==> config.mk <==
export PLATFORM = sky130hd
export DESIGN_NAME = vec_irq_ctrl
export DESIGN_NICKNAME = d
export VERILOG_FILES = /design/src/rtl/vic_pkg.sv /design/src/rtl/vic_prio.sv /design/src/rtl/vic_regs.sv /design/src/rtl/vec_irq_ctrl.sv
export SDC_FILE = /design/constraint.sdc
export NUM_CORES = 2
export LEC_CHECK = 0
export ABC_CLOCK_PERIOD_IN_PS = 4400
export BUFFER_PORTS_ARGS = -buffer_cell sky130_fd_sc_hd__clkbuf_2
export CAP_MARGIN = 20
export CORE_ASPECT_RATIO = 1.4
export CORE_MARGIN = 2
export CORE_UTILIZATION = 50
export CTS_BUF_LIST = sky130_fd_sc_hd__clkbuf_4 sky130_fd_sc_hd__clkbuf_8 sky130_fd_sc_hd__clkbuf_16
export DETAILED_ROUTE_END_ITERATION = 8
export PLACE_DENSITY = 0.78
export SYNTH_ARGS = -nofsm -noshare
export SYNTH_HDL_FRONTEND = slang
export SYNTH_HIERARCHICAL = 1
export SYNTH_SLANG_ARGS = --single-unit
==> constraint.sdc <==
create_clock -name clk -period 4.4 [get_ports clk]
set_clock_uncertainty 0.15 [all_clocks]
set_input_delay 0.22 -clock clk [delete_from_list [all_inputs] [get_ports clk]]
set_output_delay 0.22 -clock clk [all_outputs]
set_load 0.005 [all_outputs]
==> src/rtl/vic_pkg.sv <==
package vic_pkg;

    localparam int NUM_SRC  = 32;
    localparam int NUM_SLOT = 16;
    localparam int SRC_W    = $clog2(NUM_SRC);
    localparam int SLOT_W   = $clog2(NUM_SLOT);
    localparam int DATA_W   = 32;
    localparam int ADDR_W   = 12;
    localparam int CTL_W    = SRC_W + 1;

    localparam logic [ADDR_W-1:0] OFF_FSTAT = 12'h004;
    localparam logic [ADDR_W-1:0] OFF_CLASS = 12'h00C;
    localparam logic [ADDR_W-1:0] OFF_EN    = 12'h010;
    localparam logic [ADDR_W-1:0] OFF_VEC   = 12'h030;
    localparam logic [ADDR_W-1:0] OFF_DEF   = 12'h034;

    localparam logic [ADDR_W-SLOT_W-3:0] PAGE_SLOT_ADDR = 6'h04;
    localparam logic [ADDR_W-SLOT_W-3:0] PAGE_SLOT_CTL  = 6'h08;

    typedef struct packed {
        logic             en;
        logic [SRC_W-1:0] src;
    } slot_ctl_t;

    typedef struct packed {
        logic              sel;
        logic              wr;
        logic [ADDR_W-1:0] addr;
        logic [DATA_W-1:0] wdata;
    } bus_req_t;

    function automatic logic in_page(input logic [ADDR_W-1:0] a,
                                     input logic [ADDR_W-SLOT_W-3:0] page);
        return (a[ADDR_W-1:SLOT_W+2] == page) && (a[1:0] == 2'b00);
    endfunction

    function automatic logic [SLOT_W-1:0] slot_of(input logic [ADDR_W-1:0] a);
        return a[SLOT_W+1:2];
    endfunction

endpackage

==> src/rtl/vic_prio.sv <==
module vic_prio
    import vic_pkg::*;
(
    input  logic [NUM_SRC-1:0]             norm_act,
    input  slot_ctl_t [NUM_SLOT-1:0]       ctl,
    output logic                           hit,
    output logic [SLOT_W-1:0]              hit_idx
);

    logic [NUM_SLOT-1:0] resp;

    for (genvar g = 0; g < NUM_SLOT; g++) begin : g_resp
        assign resp[g] = ctl[g].en & norm_act[ctl[g].src];
    end

    // Scan from lowest priority upward so the lowest index wins.
    always_comb begin
        hit_idx = '0;
        for (int i = NUM_SLOT - 1; i >= 0; i--) begin
            if (resp[i]) hit_idx = SLOT_W'(i);
        end
    end

    assign hit = |resp;

endmodule

==> src/rtl/vic_regs.sv <==
module vic_regs
    import vic_pkg::*;
(
    input  logic                     clk,
    input  logic                     rst,
    input  bus_req_t                 req,
    input  logic [NUM_SRC-1:0]       fast_stat,
    input  logic                     hit,
    input  logic [SLOT_W-1:0]        hit_idx,
    output logic [NUM_SRC-1:0]       en_q,
    output logic [NUM_SRC-1:0]       class_q,
    output logic [DATA_W-1:0]        def_q,
    output slot_ctl_t [NUM_SLOT-1:0] ctl_q,
    output logic [DATA_W-1:0]        rdata
);

    logic [DATA_W-1:0] addr_q [NUM_SLOT];
    logic              wr_en;
    logic              rd_en;
    logic [SLOT_W-1:0] idx;
    logic              is_addr;
    logic              is_ctl;
    logic [DATA_W-1:0] vec_val;
    logic [DATA_W-1:0] rd_next;

    assign wr_en   = req.sel & req.wr;
    assign rd_en   = req.sel & ~req.wr;
    assign idx     = slot_of(req.addr);
    assign is_addr = in_page(req.addr, PAGE_SLOT_ADDR);
    assign is_ctl  = in_page(req.addr, PAGE_SLOT_CTL);
    assign vec_val = hit ? addr_q[hit_idx] : def_q;

    always_ff @(posedge clk) begin
        if (rst) begin
            en_q    <= '0;
            class_q <= '0;
            def_q   <= '0;
        end else if (wr_en) begin
            if (req.addr == OFF_EN)    en_q    <= req.wdata;
            if (req.addr == OFF_CLASS) class_q <= req.wdata;
            if (req.addr == OFF_DEF)   def_q   <= req.wdata;
        end
    end

    for (genvar g = 0; g < NUM_SLOT; g++) begin : g_slot
        always_ff @(posedge clk) begin
            if (rst) begin
                addr_q[g] <= '0;
                ctl_q[g]  <= '0;
            end else if (wr_en && idx == SLOT_W'(g)) begin
                if (is_addr) addr_q[g] <= req.wdata;
                if (is_ctl)  ctl_q[g]  <= req.wdata[CTL_W-1:0];
            end
        end
    end

    always_comb begin
        rd_next = '0;
        if (req.addr == OFF_FSTAT)      rd_next = fast_stat;
        else if (req.addr == OFF_CLASS) rd_next = class_q;
        else if (req.addr == OFF_EN)    rd_next = en_q;
        else if (req.addr == OFF_VEC)   rd_next = vec_val;
        else if (req.addr == OFF_DEF)   rd_next = def_q;
        else if (is_addr)               rd_next = addr_q[idx];
        else if (is_ctl)                rd_next = {{(DATA_W-CTL_W){1'b0}}, ctl_q[idx]};
    end

    always_ff @(posedge clk) begin
        if (rst)        rdata <= '0;
        else if (rd_en) rdata <= rd_next;
    end

endmodule

==> src/rtl/vec_irq_ctrl.sv <==
module vec_irq_ctrl
    import vic_pkg::*;
(
    input  logic              clk,
    input  logic              rst,
    input  logic              bus_sel,
    input  logic              bus_wr,
    input  logic [11:0]       bus_addr,
    input  logic [31:0]       bus_wdata,
    output logic [31:0]       bus_rdata,
    input  logic [31:0]       irq_lines,
    output logic              fast_irq_o,
    output logic              norm_irq_o
);

    bus_req_t                 req;
    logic [NUM_SRC-1:0]       en_q;
    logic [NUM_SRC-1:0]       class_q;
    logic [DATA_W-1:0]        def_vec;
    slot_ctl_t [NUM_SLOT-1:0] ctl_q;
    logic [NUM_SRC-1:0]       fast_stat;
    logic [NUM_SRC-1:0]       norm_act;
    logic                     prio_hit;
    logic [SLOT_W-1:0]        prio_idx;

    assign req = '{sel: bus_sel, wr: bus_wr, addr: bus_addr, wdata: bus_wdata};

    assign fast_stat  = irq_lines & en_q & class_q;
    assign norm_act   = irq_lines & en_q & ~class_q;
    assign fast_irq_o = |fast_stat;
    assign norm_irq_o = |norm_act;

    vic_prio u_prio (
        .norm_act (norm_act),
        .ctl      (ctl_q),
        .hit      (prio_hit),
        .hit_idx  (prio_idx)
    );

    vic_regs u_regs (
        .clk       (clk),
        .rst       (rst),
        .req       (req),
        .fast_stat (fast_stat),
        .hit       (prio_hit),
        .hit_idx   (prio_idx),
        .en_q      (en_q),
        .class_q   (class_q),
        .def_q     (def_vec),
        .ctl_q     (ctl_q),
        .rdata     (bus_rdata)
    );

endmodule

======== Word-level counts from Yosys, hierarchy flattened ========
Memory sizes are Yosys's and may differ from the RTL's.
Cells that the tools add are included.
storage, ports and cells
  memories ................................ 1
  bits in writable memories ............... 512
  bits in read-only memories .............. 0
  register bits ........................... 224
  bits in latches ......................... 0
memories
  name           words  bits a word  read ports  clocked after memory_dff  wr ports  RTL line        text
  u_regs.addr_q  16     32           2           0                         16        vic_regs.sv:17  logic [DATA_W-1:0] addr_q [NUM_SLOT];
operators by class
  multiplexer cells ....................... 125
  equality and inequality tests ........... 22
  shift operators ......................... 0
  add/subtract/negate cells ............... 0
  divide/modulo/power cells ............... 0
  multiply operators ...................... 0
  reductions and logical operators ........ 42
  magnitude comparators ................... 17
  bitwise gates (word level) .............. 39
operator list
  cell                                                        count
  two-way mux 32 bit                                          23
  AND 32 bit                                                  3
  less-than comparator 5 x 6 -> 1 bit, second input constant  16
  binary-select mux 1 bit (select 5 bit)                      16
  two-way mux 1 bit                                           67
  two-way mux 4 bit                                           16
  OR reduction 32 bit                                         2
  AND reduction 2 bit                                         19
  equality test 4 bit, second input constant                  8
  NOT 32 bit                                                  1
  binary-select mux 6 bit (select 4 bit)                      1
  equality test 12 x 6 -> 1 bit, second input constant        2
  AND 1 bit                                                   18
  logical AND 1 bit                                           18
  equality test 4 x 3 -> 1 bit, second input constant         4
  OR 1 bit                                                    16
  OR reduction 16 bit                                         1
  equality test 12 x 3 -> 1 bit, second input constant        1
  equality test 12 x 4 -> 1 bit, second input constant        1
  equality test 12 x 5 -> 1 bit, second input constant        1
  two-way mux 6 bit                                           2
  equality test 4 x 2 -> 1 bit, second input constant         2
  equality test 6 x 3 -> 1 bit, second input constant         1
  equality test 6 x 4 -> 1 bit, second input constant         1
  5 further kinds                                             5

======== Longest topological paths before layout ========
An unclocked memory read counts as a cell.
  word-level depth ........................ 27
  gate-level depth with buffers ........... 21

======== Modules after synthesis ========
Netlist, hierarchy kept.
modules (own cells, without submodules)
  module        area each (µm²)  instances  cells each
  vic_regs      37628.6          1          3083
  vic_prio      4668.2           1          331
  vec_irq_ctrl  705.7            1          120

======== Worst setup path before layout ========
No wires, ideal clock.
  path type ............................... reg2reg
  from .................................... register u_regs.class_q[23]
  to ...................................... register u_regs.rdata[7]
  stages on the path, launching flop included .. 17
  period minus slack after synthesis ...... 4502 ps
  arrival time ............................ 4218 ps
  data required time ...................... 4116 ps
  setup slack ............................. -102 ps
  library setup time ...................... 134 ps
  path through ............................ dfxtp_1 -> nand3b_1 -> inv_1 -> clkbuf_1 -> mux4_1 -> mux4_2 -> mux2_2 -> nand2_2 -> nor2_1 -> o41ai_2 -> buf_2 -> buf_6 -> mux4_2 -> mux4_2 -> a22o_1 -> a2111oi_0 -> nor4_1
between the ends
  word-level cells in the longest chain between the ends .. 27
RTL lines
  element                                  RTL line            text
  start, declared                          vic_regs.sv:11      output logic [NUM_SRC-1:0] class_q,
  start signal, assigned                   vic_regs.sv:40      if (req.addr == OFF_CLASS) class_q <= req.wdata;
  NOT 32 bit *                             vec_irq_ctrl.sv:29  assign norm_act = irq_lines & en_q & ~class_q;
  AND 32 bit *                             vec_irq_ctrl.sv:29
  named net norm_act[23]                   vec_irq_ctrl.sv:22  logic [NUM_SRC-1:0] norm_act;
  binary-select mux 1 bit (select 5 bit)   vic_prio.sv:13      assign resp[g] = ctl[g].en & norm_act[ctl[g].src];
  two-way mux 1 bit (not written as such)  vic_prio.sv:13
  AND 1 bit                                vic_prio.sv:13
  two-way mux 4 bit (15 in a row)          vic_prio.sv:20      if (resp[i]) hit_idx = SLOT_W'(i);
  two-way mux 4 bit *                      vic_prio.sv:20
  named net prio_idx[0]                    vec_irq_ctrl.sv:24  logic [SLOT_W-1:0] prio_idx;
  memory (16 x 32 bit) *                   -
  two-way mux 32 bit *                     vic_regs.sv:31      assign vec_val = hit ? addr_q[hit_idx] : def_q;
  two-way mux 32 bit *                     vic_regs.sv:62      else if (req.addr == OFF_VEC) rd_next = vec_val;
  two-way mux 32 bit *                     vic_regs.sv:61      else if (req.addr == OFF_EN) rd_next = en_q;
  two-way mux 32 bit *                     vic_regs.sv:60      else if (req.addr == OFF_CLASS) rd_next = class_q;
  two-way mux 32 bit *                     vic_regs.sv:59      if (req.addr == OFF_FSTAT) rd_next = fast_stat;
  end signal, assigned                     vic_regs.sv:70      else if (rd_en) rdata <= rd_next;
  end, declared                            vic_regs.sv:14      output logic [DATA_W-1:0] rdata
Mark *: on every way through the listed nets, which the timed path passes. The rest lies on a longest branch. The select of a mux whose other input is x is not followed.
A chain may end at the register's enable or synchronous reset.

======== Worst setup path in the final report ========
  from .................................... register u_regs.class_q[12]
  to ...................................... register u_regs.rdata[20]
The elaborated chain is that of the path after synthesis.

==> reports/qor.txt <==
run status: finished, violations left
failing checks: negative setup slack
Final Routed Wirelength: 173 mm
chip width: 252 um
detailed-route vias per instance: 7.29
post-layout power: 15.5 mW
maximum fanout along the worst path: 8
sequential fraction of design power: 50.2%
max-cap violation count: 0
number of vias in the routed layout: 36400
synth-to-layout area growth: 20.0%
Post-DP HPWL: 108 mm
CP cell instances: nand3b_1, inv_4, buf_12, mux4_2, mux4_2, a22oi_2, a21boi_4, buf_4, nand3b_4, nor3_4, buf_6, buf_12, buf_6, mux4_2, mux2_4, nand2_1, o211ai_1, a21oi_2, buf_4, o22ai_2
internal power component: 11.7 mW
Total Nets Final: 3914
sinks on the clock net: 736
distinct cell type count of the synthesized netlist: 73
depth of the CTS H-tree: 3
final count of pins violating max slew: 0
path type of the worst setup path: reg -> reg
Pre-antenna DRT Iters: 9
Post-Synthesis Cells: 3534
fmax: 196 MHz
leak pwr: 17.7 nW
Netlist Area Pre-Place: 0.0430 mm2
cts bufs inserted: 74
number of flops mapped to enable cells by yosys: 512
largest net degree at the start of global routing: 104
floorplan die area: 0.0884 mm2
drt drc: 0
aggregate global-route resource usage: 38.3%
final critical path time including I/O delays and setup: 5.10 ns
initial antenna violation count: 13
slowest cell on the critical path: sky130_fd_sc_hd__mux4_2
highest ir drop seen on vdd: 256 uV
prevailing post-synth register cell: sky130_fd_sc_hd__edfxtp_1
Critical Path Max Stage Delay: 0.55 ns
top library cells by usage in the layout, fill and taps aside: sky130_fd_sc_hd__and2_1 (518), sky130_fd_sc_hd__edfxtp_1 (512), sky130_fd_sc_hd__mux4_2 (410)
wire length of the first global-routing pass: 243 mm
via count of the first global-routing pass: 35600
DIE HEIGHT: 351 um
Util after Layout: 60.3%
share of synthesized flip-flops with an asynchronous set or reset: 0%
latest clock arrival within the worst-skew pair: 0.66 ns
WP data arrival: 5.48 ns
I/O Pins: 114
cell with the most instances on the worst path: sky130_fd_sc_hd__mux4_2
number of buffer cells added on primary ports: 113
worst path setup slack after routing: -0.702 ns
standard-cell row count: 127
routability congestion estimate: 1.05
WP data required: 4.78 ns
Slew HR: 18.0%
GRT Residual Overflow: 0
Startpoint Class: flip-flop
clock group share of total power: 41.6%
final critical-path share of the clock period: 116%
average wire per cell in the routed design: 34.6 um
final count of negative-setup-slack endpoints: 32
library cell used as clock root buffer: sky130_fd_sc_hd__clkbuf_16
Syn Nets: 3614
clock tree buffer depth: 3
Synth Warn #: 6
final count of hold timing violations: 0
logic gate share of total power: 8.2%
RSZ-0062 raised after global routing: true
fill cell total of the finished layout: 6266
share of synthesized area occupied by flip-flops and latches: 46.2%
switching share of total power: 24.6%
clock tree from TritonCTS: built
accumulated negative setup slack: -14.55 ns
placeable core region: 0.0855 mm2
cell area power density: 301 mW/mm2
Switching Power: 3.82 mW
clock transition at the register clock pins on the worst setup and hold paths after CTS: 0.06 ns
most common cell after layout, fill and taps aside: sky130_fd_sc_hd__and2_1
Avg Inst Size Synth: 12.2 um2
count of routing violations after the opening detailed-route iteration: 6128
Hold WC Path Type: in -> reg
share of cells above drive strength 1: 33.8%
starting density of the core: 50.3%
Worst Tran Pin Value: 1.22 ns
number of nets with antenna violations after routing: 0
category of the worst setup path capture point: flip-flop
Synth Register Bits: 736
worst paths after layout:
path	start	to	slack, ns	cells past startpoint
setup / recovery	u_regs/class_q[12]	u_regs/rdata[20]	-0.70	20
hold / removal	irq_lines[2]	u_regs/rdata[2]	0.08	4
setup reg to reg	u_regs/class_q[12]	u_regs/rdata[20]	-0.70	20
hold reg to reg	u_regs/def_q[14]	u_regs/def_q[14]	0.31	2
registers in the layout (all words and copies together), names as in the netlist:
register and count:
u_regs/def_q 32, u_regs/rdata 32, u_regs/en_q 32, u_regs/ctl_q 96, u_regs/class_q 32, u_regs/addr_q 512
worst max-delay path: cells and delay by family, from the launching register on:
family / cells / cell delay, ns
AOI/OAI and AO/OA: 5 / 1.18
buffers and inverters: 7 / 1.05
DFF: 1 / 0.32
muxes: 4 / 1.55
and+or+nand+nor: 4 / 0.70
Yosys cell counts, types with 11 or more instances:
master                       n  share of area, %
sky130_fd_sc_hd__dfxtp_1   224                10
sky130_fd_sc_hd__and3_1     29              0.42
sky130_fd_sc_hd__mux4_1     34               2.1
sky130_fd_sc_hd__mux4_2    404                21
sky130_fd_sc_hd__o21ai_0   126               1.5
sky130_fd_sc_hd__nand3b_1   15              0.26
sky130_fd_sc_hd__nand2b_1   34              0.49
sky130_fd_sc_hd__a221oi_1   27              0.55
sky130_fd_sc_hd__a32oi_1    11              0.22
sky130_fd_sc_hd__o22ai_1    42              0.61
sky130_fd_sc_hd__nor2_1    125               1.1
sky130_fd_sc_hd__buf_2      80              0.93
sky130_fd_sc_hd__a22oi_1    22              0.38
sky130_fd_sc_hd__nand2_1   393               3.4
sky130_fd_sc_hd__o211ai_1   22              0.38
sky130_fd_sc_hd__clkbuf_1  262               2.3
sky130_fd_sc_hd__buf_4      23              0.40
sky130_fd_sc_hd__buf_1      12              0.10
sky130_fd_sc_hd__nor2b_1    13              0.19
sky130_fd_sc_hd__nand3_1    28              0.33
sky130_fd_sc_hd__and2_1    519               7.6
sky130_fd_sc_hd__a22o_1     17              0.35
sky130_fd_sc_hd__nor3_1     23              0.27
sky130_fd_sc_hd__o21bai_1   16              0.28
sky130_fd_sc_hd__mux2i_1    87               2.0
sky130_fd_sc_hd__a21oi_1   242               2.8
sky130_fd_sc_hd__nor4_1     12              0.17
sky130_fd_sc_hd__nand4_1    13              0.19
sky130_fd_sc_hd__edfxtp_1  512                36
sky130_fd_sc_hd__inv_1      19              0.17
sky130_fd_sc_hd__mux2_2     24              0.63
what timing repair did:
| action | CTS | global route |
|---|---|---|
| resized for setup | 153 | 89 |
| buffers inserted | 40 | 38 |
| endpoints found under the setup margin | 32 | 32 |
| endpoints found under the hold margin | 101 | 0 |
| hold buffers | 31 | 0 |
| cloned | 8 | 2 |
| pin swaps | 42 | 46 |
logic make-up (layout without fill, tap and decap cells):
logic type             Yosys count  count (layout)  share of synthesized area [%]
AOI/OAI and AO/OA              596             596                           8.47
and+or+nand+nor               1245            1245                           15.3
muxes                          549             549                           25.9
other                            0               5                              0
buffers and inverters          408             766                           4.17
DFF                            736             736                           46.2
per-stage QoR:
step | hold WS (ns) | area [um2] | worst slack, ns | cells
6_report | 0.0814 | 51600 | -0.702 | 4993
5_1_grt | 0.0948 | 51600 | -0.708 | 4990
4_1_cts | 0.0242 | 50900 | -0.462 | 4952
3_5_place_dp | 0.293 | 47000 | -0.919 | 4740
3_3_place_gp | 0.288 | 47000 | -0.898 | 4740
2_1_floorplan | 0.282 | 43000 | -0.0220 | 3534
power groups by stage:
| stage | registers [mW] | clock network [mW] | logic, mW |
|---|---|---|---|
| detailed placement | 7.93 | 0 | 1.15 |
| floorplan | 7.87 | 0 | 0.712 |
| CTS | 7.79 | 6.45 | 1.18 |
| global route | 7.82 | 6.69 | 1.27 |
| finish | 7.80 | 6.47 | 1.27 |
| global placement | 7.91 | 0 | 1.13 |
final cells by class:
type | count | area, um2 | area share [%]
Sequential cell | 736 | 19900 | 38.5
Tap cell | 1096 | 1370 | 2.66
Clock buffer | 94 | 2080 | 4.03
Inverter | 21 | 83.8 | 0.163
Clock inverter | 40 | 352 | 0.682
Timing Repair Buffer | 610 | 5580 | 10.8
Antenna cell | 5 | 12.5 | 0.0243
Timing Repair inverter | 1 | 7.51 | 0.0146
Multi-Input combinational cell | 2390 | 22200 | 43.1
metal layers:
metal / global-route usage, % / up-vias / routed length [um] / part of all wire, %
li1: - / 14000 / - / -
met1: 42.0 / 17400 / 51100 / 30
met2: 59.3 / 3713 / 76100 / 44
met3: 13.2 / 1278 / 25600 / 15
met4: 33.7 / 14 / 19800 / 11
met5: 0 / - / 120 / 0.069
(Power assumes the default switching activity.)
